<file path="config.mk">
export PLATFORM = sky130hd
export DESIGN_NAME = frfcfs_cmd_sched
export DESIGN_NICKNAME = d
export VERILOG_FILES = /design/src/rtl/frfcfs_pkg.sv /design/src/rtl/fr_bank_queue.sv /design/src/rtl/fr_bank_ctl.sv /design/src/rtl/fr_bus_timers.sv /design/src/rtl/fr_pick.sv /design/src/rtl/frfcfs_cmd_sched.sv
export SDC_FILE = /design/constraint.sdc
export NUM_CORES = 2
export LEC_CHECK = 0
export BUFFER_PORTS_ARGS = -buffer_cell sky130_fd_sc_hd__buf_2
export CORE_MARGIN = 2
export CORE_UTILIZATION = 55
export CTS_CLUSTER_SIZE = 10
export DETAILED_ROUTE_END_ITERATION = 16
export HOLD_SLACK_MARGIN = 0.06
export PLACE_DENSITY_LB_ADDON = 0.05
export SYNTH_ARGS = -nofsm -noshare
export SYNTH_HDL_FRONTEND = slang
export SYNTH_SLANG_ARGS = --single-unit
</file>
<file path="constraint.sdc">
create_clock -name clk -period 60.4 [get_ports clk]
set_clock_uncertainty 0.15 [all_clocks]
set_input_delay 12.08 -clock clk [delete_from_list [all_inputs] [get_ports clk]]
set_output_delay 12.08 -clock clk [all_outputs]
set_load 0.005 [all_outputs]
</file>
<file path="src/rtl/frfcfs_pkg.sv">
package frfcfs_pkg;
  typedef enum logic [1:0] {
    CMD_PRE = 2'd0,
    CMD_ACT = 2'd1,
    CMD_RD  = 2'd2,
    CMD_WR  = 2'd3
  } cmd_e;
endpackage

</file>
<file path="src/rtl/fr_bank_queue.sv">
module fr_bank_queue #(
  parameter int ROW_W   = 14,
  parameter int STAMP_W = 8,
  parameter int DEPTH   = 4
) (
  input  logic               clk,
  input  logic               rst_n,
  input  logic               push,
  input  logic [ROW_W-1:0]   in_row,
  input  logic               in_wr,
  input  logic [STAMP_W-1:0] in_stamp,
  input  logic               pop,
  output logic               full,
  output logic               hd_valid,
  output logic [ROW_W-1:0]   hd_row,
  output logic               hd_wr,
  output logic [STAMP_W-1:0] hd_stamp
);
  localparam int PW = (DEPTH > 1) ? $clog2(DEPTH) : 1;
  localparam int CW = $clog2(DEPTH + 1);

  logic [ROW_W-1:0]   row_m   [DEPTH];
  logic               wr_m    [DEPTH];
  logic [STAMP_W-1:0] stamp_m [DEPTH];
  logic [PW-1:0]      wp, rp;
  logic [CW-1:0]      cnt;

  function automatic logic [PW-1:0] step(input logic [PW-1:0] p);
    return (p == PW'(DEPTH - 1)) ? '0 : p + 1'b1;
  endfunction

  always_ff @(posedge clk) begin
    if (push) begin
      row_m[wp]   <= in_row;
      wr_m[wp]    <= in_wr;
      stamp_m[wp] <= in_stamp;
    end
  end

  always_ff @(posedge clk) begin
    if (!rst_n) begin
      wp  <= '0;
      rp  <= '0;
      cnt <= '0;
    end else begin
      if (push) wp <= step(wp);
      if (pop)  rp <= step(rp);
      case ({push, pop})
        2'b10:   cnt <= cnt + 1'b1;
        2'b01:   cnt <= cnt - 1'b1;
        default: cnt <= cnt;
      endcase
    end
  end

  assign full     = (cnt == CW'(DEPTH));
  assign hd_valid = (cnt != '0);
  assign hd_row   = row_m[rp];
  assign hd_wr    = wr_m[rp];
  assign hd_stamp = stamp_m[rp];

  p_no_overflow_r1: assert property (@(posedge clk) disable iff (!rst_n)
    push |-> (cnt < CW'(DEPTH)));
  p_no_underflow_r12: assert property (@(posedge clk) disable iff (!rst_n)
    pop |-> (cnt != '0));
endmodule

</file>
<file path="src/rtl/fr_bank_ctl.sv">
module fr_bank_ctl import frfcfs_pkg::*; #(
  parameter int ROW_W = 14,
  parameter int T_RP  = 7,
  parameter int T_RCD = 7,
  parameter int T_RTP = 4,
  parameter int T_RC  = 27
) (
  input  logic             clk,
  input  logic             rst_n,
  input  logic             hd_valid,
  input  logic [ROW_W-1:0] hd_row,
  input  logic             hd_wr,
  input  logic             iss,
  input  logic             bus_col_ok,
  input  logic             bus_act_ok,
  output logic             cand_rdy,
  output logic             cand_col,
  output cmd_e             cand_type
);
  localparam int TMAX = (T_RC > T_RP) ? T_RC : T_RP;
  localparam int TW   = $clog2(TMAX + 1);

  logic             open_q;
  logic [ROW_W-1:0] row_q;
  logic [TW-1:0]    t_col, t_act, t_pre;
  logic             hit;

  function automatic logic [TW-1:0] dec(input logic [TW-1:0] v);
    return (v == '0) ? '0 : v - 1'b1;
  endfunction

  function automatic logic [TW-1:0] maxv(input logic [TW-1:0] a, input logic [TW-1:0] b);
    return (a > b) ? a : b;
  endfunction

  assign hit = open_q && (row_q == hd_row);

  always_comb begin
    if (hit)         cand_type = hd_wr ? CMD_WR : CMD_RD;
    else if (open_q) cand_type = CMD_PRE;
    else             cand_type = CMD_ACT;
    cand_col = hit;
    case (cand_type)
      CMD_RD, CMD_WR: cand_rdy = hd_valid && (t_col == '0) && bus_col_ok;
      CMD_PRE:        cand_rdy = hd_valid && (t_pre == '0);
      default:        cand_rdy = hd_valid && (t_act == '0) && bus_act_ok;
    endcase
  end

  always_ff @(posedge clk) begin
    if (!rst_n) begin
      open_q <= 1'b0;
      row_q  <= '0;
      t_col  <= '0;
      t_act  <= '0;
      t_pre  <= '0;
    end else begin
      t_col <= dec(t_col);
      t_act <= dec(t_act);
      t_pre <= dec(t_pre);
      if (iss) begin
        case (cand_type)
          CMD_ACT: begin
            open_q <= 1'b1;
            row_q  <= hd_row;
            t_col  <= TW'(T_RCD - 1);
            t_act  <= TW'(T_RC - 1);
          end
          CMD_PRE: begin
            open_q <= 1'b0;
            t_act  <= maxv(dec(t_act), TW'(T_RP - 1));
          end
          default: t_pre <= TW'(T_RTP - 1);
        endcase
      end
    end
  end

  p_page_kept_r3: assert property (@(posedge clk) disable iff (!rst_n)
    (iss && cand_col) |=> open_q);
  p_act_on_closed_r2: assert property (@(posedge clk) disable iff (!rst_n)
    (iss && cand_type == CMD_ACT) |-> !open_q);
  p_rcd_gap_r4: assert property (@(posedge clk) disable iff (!rst_n)
    (iss && cand_type == CMD_ACT) |=> !(iss && cand_col));
  p_rtp_gap_r4: assert property (@(posedge clk) disable iff (!rst_n)
    (iss && cand_col) |=> !(iss && cand_type == CMD_PRE));
endmodule

</file>
<file path="src/rtl/fr_bus_timers.sv">
module fr_bus_timers #(
  parameter int T_CCD    = 4,
  parameter int T_RRD    = 4,
  parameter int T_FAW    = 20,
  parameter int FAW_ACTS = 4
) (
  input  logic clk,
  input  logic rst_n,
  input  logic col_iss,
  input  logic act_iss,
  output logic col_ok,
  output logic act_ok
);
  localparam int TW = $clog2(((T_CCD > T_RRD) ? T_CCD : T_RRD) + 1);
  localparam int HW = T_FAW - 1;
  localparam int NW = $clog2(HW + 1);

  logic [TW-1:0] t_ccd, t_rrd;
  logic [HW-1:0] hist;
  logic [NW-1:0] n_act;

  always_comb begin
    n_act = '0;
    for (int i = 0; i < HW; i++) n_act = n_act + NW'(hist[i]);
  end

  assign col_ok = (t_ccd == '0);
  assign act_ok = (t_rrd == '0) && (n_act < NW'(FAW_ACTS));

  always_ff @(posedge clk) begin
    if (!rst_n) begin
      t_ccd <= '0;
      t_rrd <= '0;
      hist  <= '0;
    end else begin
      t_ccd <= col_iss ? TW'(T_CCD - 1) : ((t_ccd == '0) ? '0 : t_ccd - 1'b1);
      t_rrd <= act_iss ? TW'(T_RRD - 1) : ((t_rrd == '0) ? '0 : t_rrd - 1'b1);
      hist  <= {hist[HW-2:0], act_iss};
    end
  end

  p_ccd_gap_r5: assert property (@(posedge clk) disable iff (!rst_n)
    col_iss |=> !col_iss);
  p_rrd_gap_r5: assert property (@(posedge clk) disable iff (!rst_n)
    act_iss |=> !act_iss);
endmodule

</file>
<file path="src/rtl/fr_pick.sv">
module fr_pick #(
  parameter int NB      = 8,
  parameter int STAMP_W = 8,
  parameter int BW      = 3
) (
  input  logic                       clk,
  input  logic                       rst_n,
  input  logic [NB-1:0]              rdy,
  input  logic [NB-1:0]              col,
  input  logic [NB-1:0][STAMP_W-1:0] stamp,
  input  logic                       prio_en,
  input  logic [BW-1:0]              prio_bank,
  output logic [NB-1:0]              gnt,
  output logic                       any,
  output logic [BW-1:0]              sel
);
  function automatic logic older(input logic [STAMP_W-1:0] a, input logic [STAMP_W-1:0] b);
    logic [STAMP_W-1:0] d;
    d = a - b;
    return d[STAMP_W-1];
  endfunction

  function automatic logic beats(input logic ca, input logic pa, input logic [STAMP_W-1:0] sa,
                                 input logic cb, input logic pb, input logic [STAMP_W-1:0] sb);
    if (ca != cb) return ca;
    if (pa != pb) return pa;
    return older(sa, sb);
  endfunction

  always_comb begin
    logic cur_p, new_p;
    any = 1'b0;
    sel = '0;
    for (int i = 0; i < NB; i++) begin
      new_p = prio_en && (prio_bank == BW'(i));
      cur_p = prio_en && (prio_bank == sel);
      if (rdy[i] && (!any || beats(col[i], new_p, stamp[i], col[sel], cur_p, stamp[sel]))) begin
        sel = BW'(i);
        any = 1'b1;
      end
    end
    gnt = '0;
    if (any) gnt[sel] = 1'b1;
  end

  p_grant_onehot_r8: assert property (@(posedge clk) disable iff (!rst_n)
    $onehot0(gnt));
  p_column_first_r9: assert property (@(posedge clk) disable iff (!rst_n)
    (|(rdy & col)) |-> (any && col[sel]));
endmodule

</file>
<file path="src/rtl/frfcfs_cmd_sched.sv">
module frfcfs_cmd_sched import frfcfs_pkg::*; #(
  parameter int NUM_BANKS = 8,
  parameter int ROW_W     = 14,
  parameter int STAMP_W   = 8,
  parameter int QDEPTH    = 4,
  parameter int T_RP      = 7,
  parameter int T_RCD     = 7,
  parameter int T_RTP     = 4,
  parameter int T_RC      = 27,
  parameter int T_CCD     = 4,
  parameter int T_RRD     = 4,
  parameter int T_FAW     = 20,
  parameter int FAW_ACTS  = 4,
  localparam int BANK_W   = (NUM_BANKS > 1) ? $clog2(NUM_BANKS) : 1
) (
  input  logic               clk,
  input  logic               rst_n,
  input  logic               req_valid,
  output logic               req_ready,
  input  logic [BANK_W-1:0]  req_bank,
  input  logic [ROW_W-1:0]   req_row,
  input  logic               req_write,
  input  logic [STAMP_W-1:0] req_stamp,
  input  logic               prio_en,
  input  logic [BANK_W-1:0]  prio_bank,
  output logic               cmd_valid,
  output logic [1:0]         cmd_type,
  output logic [BANK_W-1:0]  cmd_bank,
  output logic [ROW_W-1:0]   cmd_row,
  output logic               done_valid,
  output logic [STAMP_W-1:0] done_stamp
);
  logic [NUM_BANKS-1:0]              full, hd_valid, hd_wr, push, pop;
  logic [NUM_BANKS-1:0]              cand_rdy, cand_col, gnt;
  logic [ROW_W-1:0]                  hd_row [NUM_BANKS];
  logic [NUM_BANKS-1:0][STAMP_W-1:0] hd_stamp;
  cmd_e                              cand_type [NUM_BANKS];
  logic                              bus_col_ok, bus_act_ok, any;
  logic [BANK_W-1:0]                 sel;

  assign req_ready = (int'(req_bank) < NUM_BANKS) && !full[req_bank];

  for (genvar g = 0; g < NUM_BANKS; g++) begin : g_bank
    assign push[g] = req_valid && req_ready && (req_bank == BANK_W'(g));
    assign pop[g]  = gnt[g] && cand_col[g];

    fr_bank_queue #(.ROW_W(ROW_W), .STAMP_W(STAMP_W), .DEPTH(QDEPTH)) u_q (
      .clk(clk), .rst_n(rst_n), .push(push[g]), .in_row(req_row), .in_wr(req_write),
      .in_stamp(req_stamp), .pop(pop[g]), .full(full[g]), .hd_valid(hd_valid[g]),
      .hd_row(hd_row[g]), .hd_wr(hd_wr[g]), .hd_stamp(hd_stamp[g]));

    fr_bank_ctl #(.ROW_W(ROW_W), .T_RP(T_RP), .T_RCD(T_RCD), .T_RTP(T_RTP), .T_RC(T_RC)) u_ctl (
      .clk(clk), .rst_n(rst_n), .hd_valid(hd_valid[g]), .hd_row(hd_row[g]), .hd_wr(hd_wr[g]),
      .iss(gnt[g]), .bus_col_ok(bus_col_ok), .bus_act_ok(bus_act_ok),
      .cand_rdy(cand_rdy[g]), .cand_col(cand_col[g]), .cand_type(cand_type[g]));
  end

  fr_pick #(.NB(NUM_BANKS), .STAMP_W(STAMP_W), .BW(BANK_W)) u_pick (
    .clk(clk), .rst_n(rst_n), .rdy(cand_rdy), .col(cand_col), .stamp(hd_stamp),
    .prio_en(prio_en), .prio_bank(prio_bank), .gnt(gnt), .any(any), .sel(sel));

  fr_bus_timers #(.T_CCD(T_CCD), .T_RRD(T_RRD), .T_FAW(T_FAW), .FAW_ACTS(FAW_ACTS)) u_bus (
    .clk(clk), .rst_n(rst_n), .col_iss(done_valid),
    .act_iss(cmd_valid && (cmd_type == 2'(CMD_ACT))),
    .col_ok(bus_col_ok), .act_ok(bus_act_ok));

  assign cmd_valid  = any;
  assign cmd_type   = 2'(cand_type[sel]);
  assign cmd_bank   = sel;
  assign cmd_row    = hd_row[sel];
  assign done_valid = any && cand_col[sel];
  assign done_stamp = hd_stamp[sel];

  p_done_with_cmd_r12: assert property (@(posedge clk) disable iff (!rst_n)
    done_valid |-> (cmd_valid && cmd_type[1]));
endmodule

</file>
==> qor.csv <==
metric,value,unit
status,finished clean,
CP max-delay cell,nor2_1,
largest family of logic cells by synthesized area,multiplexers,
Critical R2R Capture,g_bank[5].u_q.cnt[2],
post-synthesis adder-cell area fraction,0.0416,
"Hold Vio Cnt, Final",0,
largest net degree at the start of global routing,111,
chip height,300,um
hpwl dp,96.6,mm
sequential fraction of the synthesis area,0.599,
"commonest cells after routing, fill and taps aside","736 x edfxtp_1, 334 x dfxtp_1, 269 x nor2_1",
maximum VDD drop,0.0326,mV
WS Path Type,primary input to output pin,
WHS Path Cells,2,
die width,300,um
relative slew slack,0.151,
initial core utilization,0.555,
drt total wl,141,mm
flop-to-flop setup slack,33.81,ns
detailed-route via count,31700,
setup bufs post-CTS,0,
Post-Syn Area,48100,um2
hold-fix buffers at CTS,0,
CP Data Required Time,48.17,ns
final setup TNS,0,ns
Pwr Density,35.3,nW/um2
nets@finish,3920,
Post-Synthesis Cells,3645,
Post-DP Area,49900,um2
H-tree Lvls,3,
Max stage delay on crit path,0.68,ns
Final min period,46.20,ns
Synth Area in Compound Gates,0.0809,
Post-Synth XOR/XNOR Area,0.0324,
mux cell area share after synthesis,0.120,
final setup fails,0,
"Top FF cell, synth",edfxtp_1,
measured slew at the worst slew-check pin,1.27,ns
core area,86800,um2
Starting DRT DRC Count,4015,
yosys warns,0,
number of distinct library cells after synthesis,101,
Simple-Gate Fraction of Synth Area,0.0989,
Max Fanout on Critical Path,42,
Max Slew Vio Count,0,
Die Footprint,89900,um2
CTS tree,yes,
cell type group with the largest total delay on the critical path,compound AO/OA/AOI/OAI gates,
number of global-route vias before repair,31200,
crit end category,output pin,
clock latency on the worst-skew pair,0.72,ns
clock buffer depth,3,
Max Clk Rate,0.0216,GHz
Hold Path Sink,g_bank[0].u_ctl.t_pre[4],
most frequent CP cell,a21oi_1,
global route overflow,0,
Via density,6.35,
DRC viols,0,
Cell Rows,108,
worst reg2reg startpoint,u_bus.hist[0],
root buffer cell,clkbuf_16,
Post-synth EDFFs,736,
Pre-antenna DRT Iters,6,
Worst-path clk slew,0.05,ns
part of the cycle the worst path needs,0.765,
r2r worst-path depth,105,
Routed Antenna Nets,0,
GPL Wtd Cong,0.969,
post-CTS sizing,0,
RSZ-0062 raised after global routing,no,
initial antenna violation count,11,
number of fill cells,6619,
Synthesized Nets,3824,
Worst Hold Launch,g_bank[0].u_ctl.t_pre[4],
worst path bufs/invs,9,
I/O pins,63,
# port buffers,62,
CP Launch Type,primary input,
total leakage power,18.0,nW
clk sinks,1073,
"most common cell after layout, fill and taps aside",edfxtp_1,
all-layer global routing usage,0.314,
per-cell routed wire length,28.2,um
area grow syn2layout,10.9,%
Synth Area per Inst,13.2,um2
CP arrival,33.97,ns
Async SR Flop Fraction,0,
share of cells above drive strength 1,0.150,
min-delay worst type,register to register,
cts bufs inserted,119,
global-route wire length before repair,206,mm
Seq cells post-synth,1073,
Design Power,0.00188,W
Max Cap Violations,0,
Finished Cell Area,53400,um2
## per-stage QoR
step,setup WS (ns),utilization,std cells,hold slack (ns)
2_1_floorplan,18.49,-,3645,0.260
3_3_place_gp,15.02,0.575,4775,0.266
3_5_place_dp,14.56,0.575,4775,0.274
4_1_cts,14.49,0.615,4993,0.283
5_1_grt,12.53,0.615,4993,0.296
6_report,14.20,0.615,4994,0.286
## cell type report
type                       instances  area (um2)  share of cell area
sequential                      1073       28900               0.540
multi-input combinational       2239       18000               0.338
clock buffer                     208        3330              0.0624
tap                             1155        1450              0.0271
timing repair buffer             147         948              0.0178
inverter                         161         609              0.0114
clock inverter                    10         164             0.00307
antenna                            1        2.50           0.0000469
## synth_stat cells (52+ instances only)
master / instances / area (um2)
nand4_1: 52 / 325
xnor2_1: 133 / 1160
edfxtp_1: 736 / 22100
mux4_2: 183 / 4120
nand3_1: 91 / 455
o21ai_0: 126 / 631
dfxtp_1: 337 / 6750
ha_1: 127 / 1590
nor2_1: 269 / 1010
nor3_1: 99 / 495
mux2i_1: 110 / 1100
a21oi_1: 227 / 1140
nand2_1: 199 / 747
clkbuf_1: 123 / 462
inv_1: 156 / 586
## state kept, by name (all words and copies together) (netlist names), named ones only
register / count
u_bus.t_ccd: 3
g_bank.u_q.stamp_m: 256
g_bank.u_ctl.t_act: 40
g_bank.u_ctl.open_q: 8
u_bus.t_rrd: 3
g_bank.u_q.cnt: 24
u_bus.hist: 19
g_bank.u_q.rp: 16
g_bank.u_q.row_m: 448
g_bank.u_ctl.row_q: 112
g_bank.u_q.wr_m: 32
g_bank.u_q.wp: 16
g_bank.u_ctl.t_col: 40
g_bank.u_ctl.t_pre: 40
## report_power, final
| part | switching, W | total (W) | internal, W |
|---|---|---|---|
| clock | 0.000282 | 0.000654 | 0.000371 |
| sequential | 0.0000266 | 0.000848 | 0.000822 |
| combinational | 0.000246 | 0.000383 | 0.000136 |
| total | 0.000555 | 0.00188 | 0.00133 |
## how the worst max path moves through the flow
stage                     slack (ns)  cells after the start          from            end
after floorplan                18.49                     96  prio_bank[2]    cmd_row[10]
after global placement         15.02                     92  prio_bank[2]  done_stamp[7]
after detailed placement       14.56                     91  prio_bank[2]  done_stamp[7]
after CTS                      14.49                     91  prio_bank[2]  done_stamp[7]
after global routing           12.53                     92  prio_bank[2]  done_stamp[7]
final                          14.20                     92  prio_bank[2]  done_stamp[7]
## cell families after synthesis
| logic type | after synthesis |
|---|---|
| DFF | 1073 |
| and+or+nand+nor | 951 |
| AOI/OAI and AO/OA | 620 |
| muxes | 342 |
| buffers and inverters | 333 |
| xor gates and xnor gates | 177 |
| adders and majority gates | 149 |
## metal layers
| layer | global-route usage | vias to the layer above | part of all wire | wire length [um] |
|---|---|---|---|---|
| met5 | 0 | - | 0.000085 | 12 |
| met4 | 0.131 | 2 | 0.045 | 6340 |
| met3 | 0.0556 | 223 | 0.088 | 12300 |
| met2 | 0.466 | 1433 | 0.44 | 61900 |
| met1 | 0.460 | 16200 | 0.43 | 60200 |
| li1 | - | 13900 | - | - |
## worst min-delay path, delay by kind of cell, from the launching register on
kind          cells  cell delay (ns)
flops             1             0.31
simple gates      2             0.09
(Power assumes the default switching activity.)
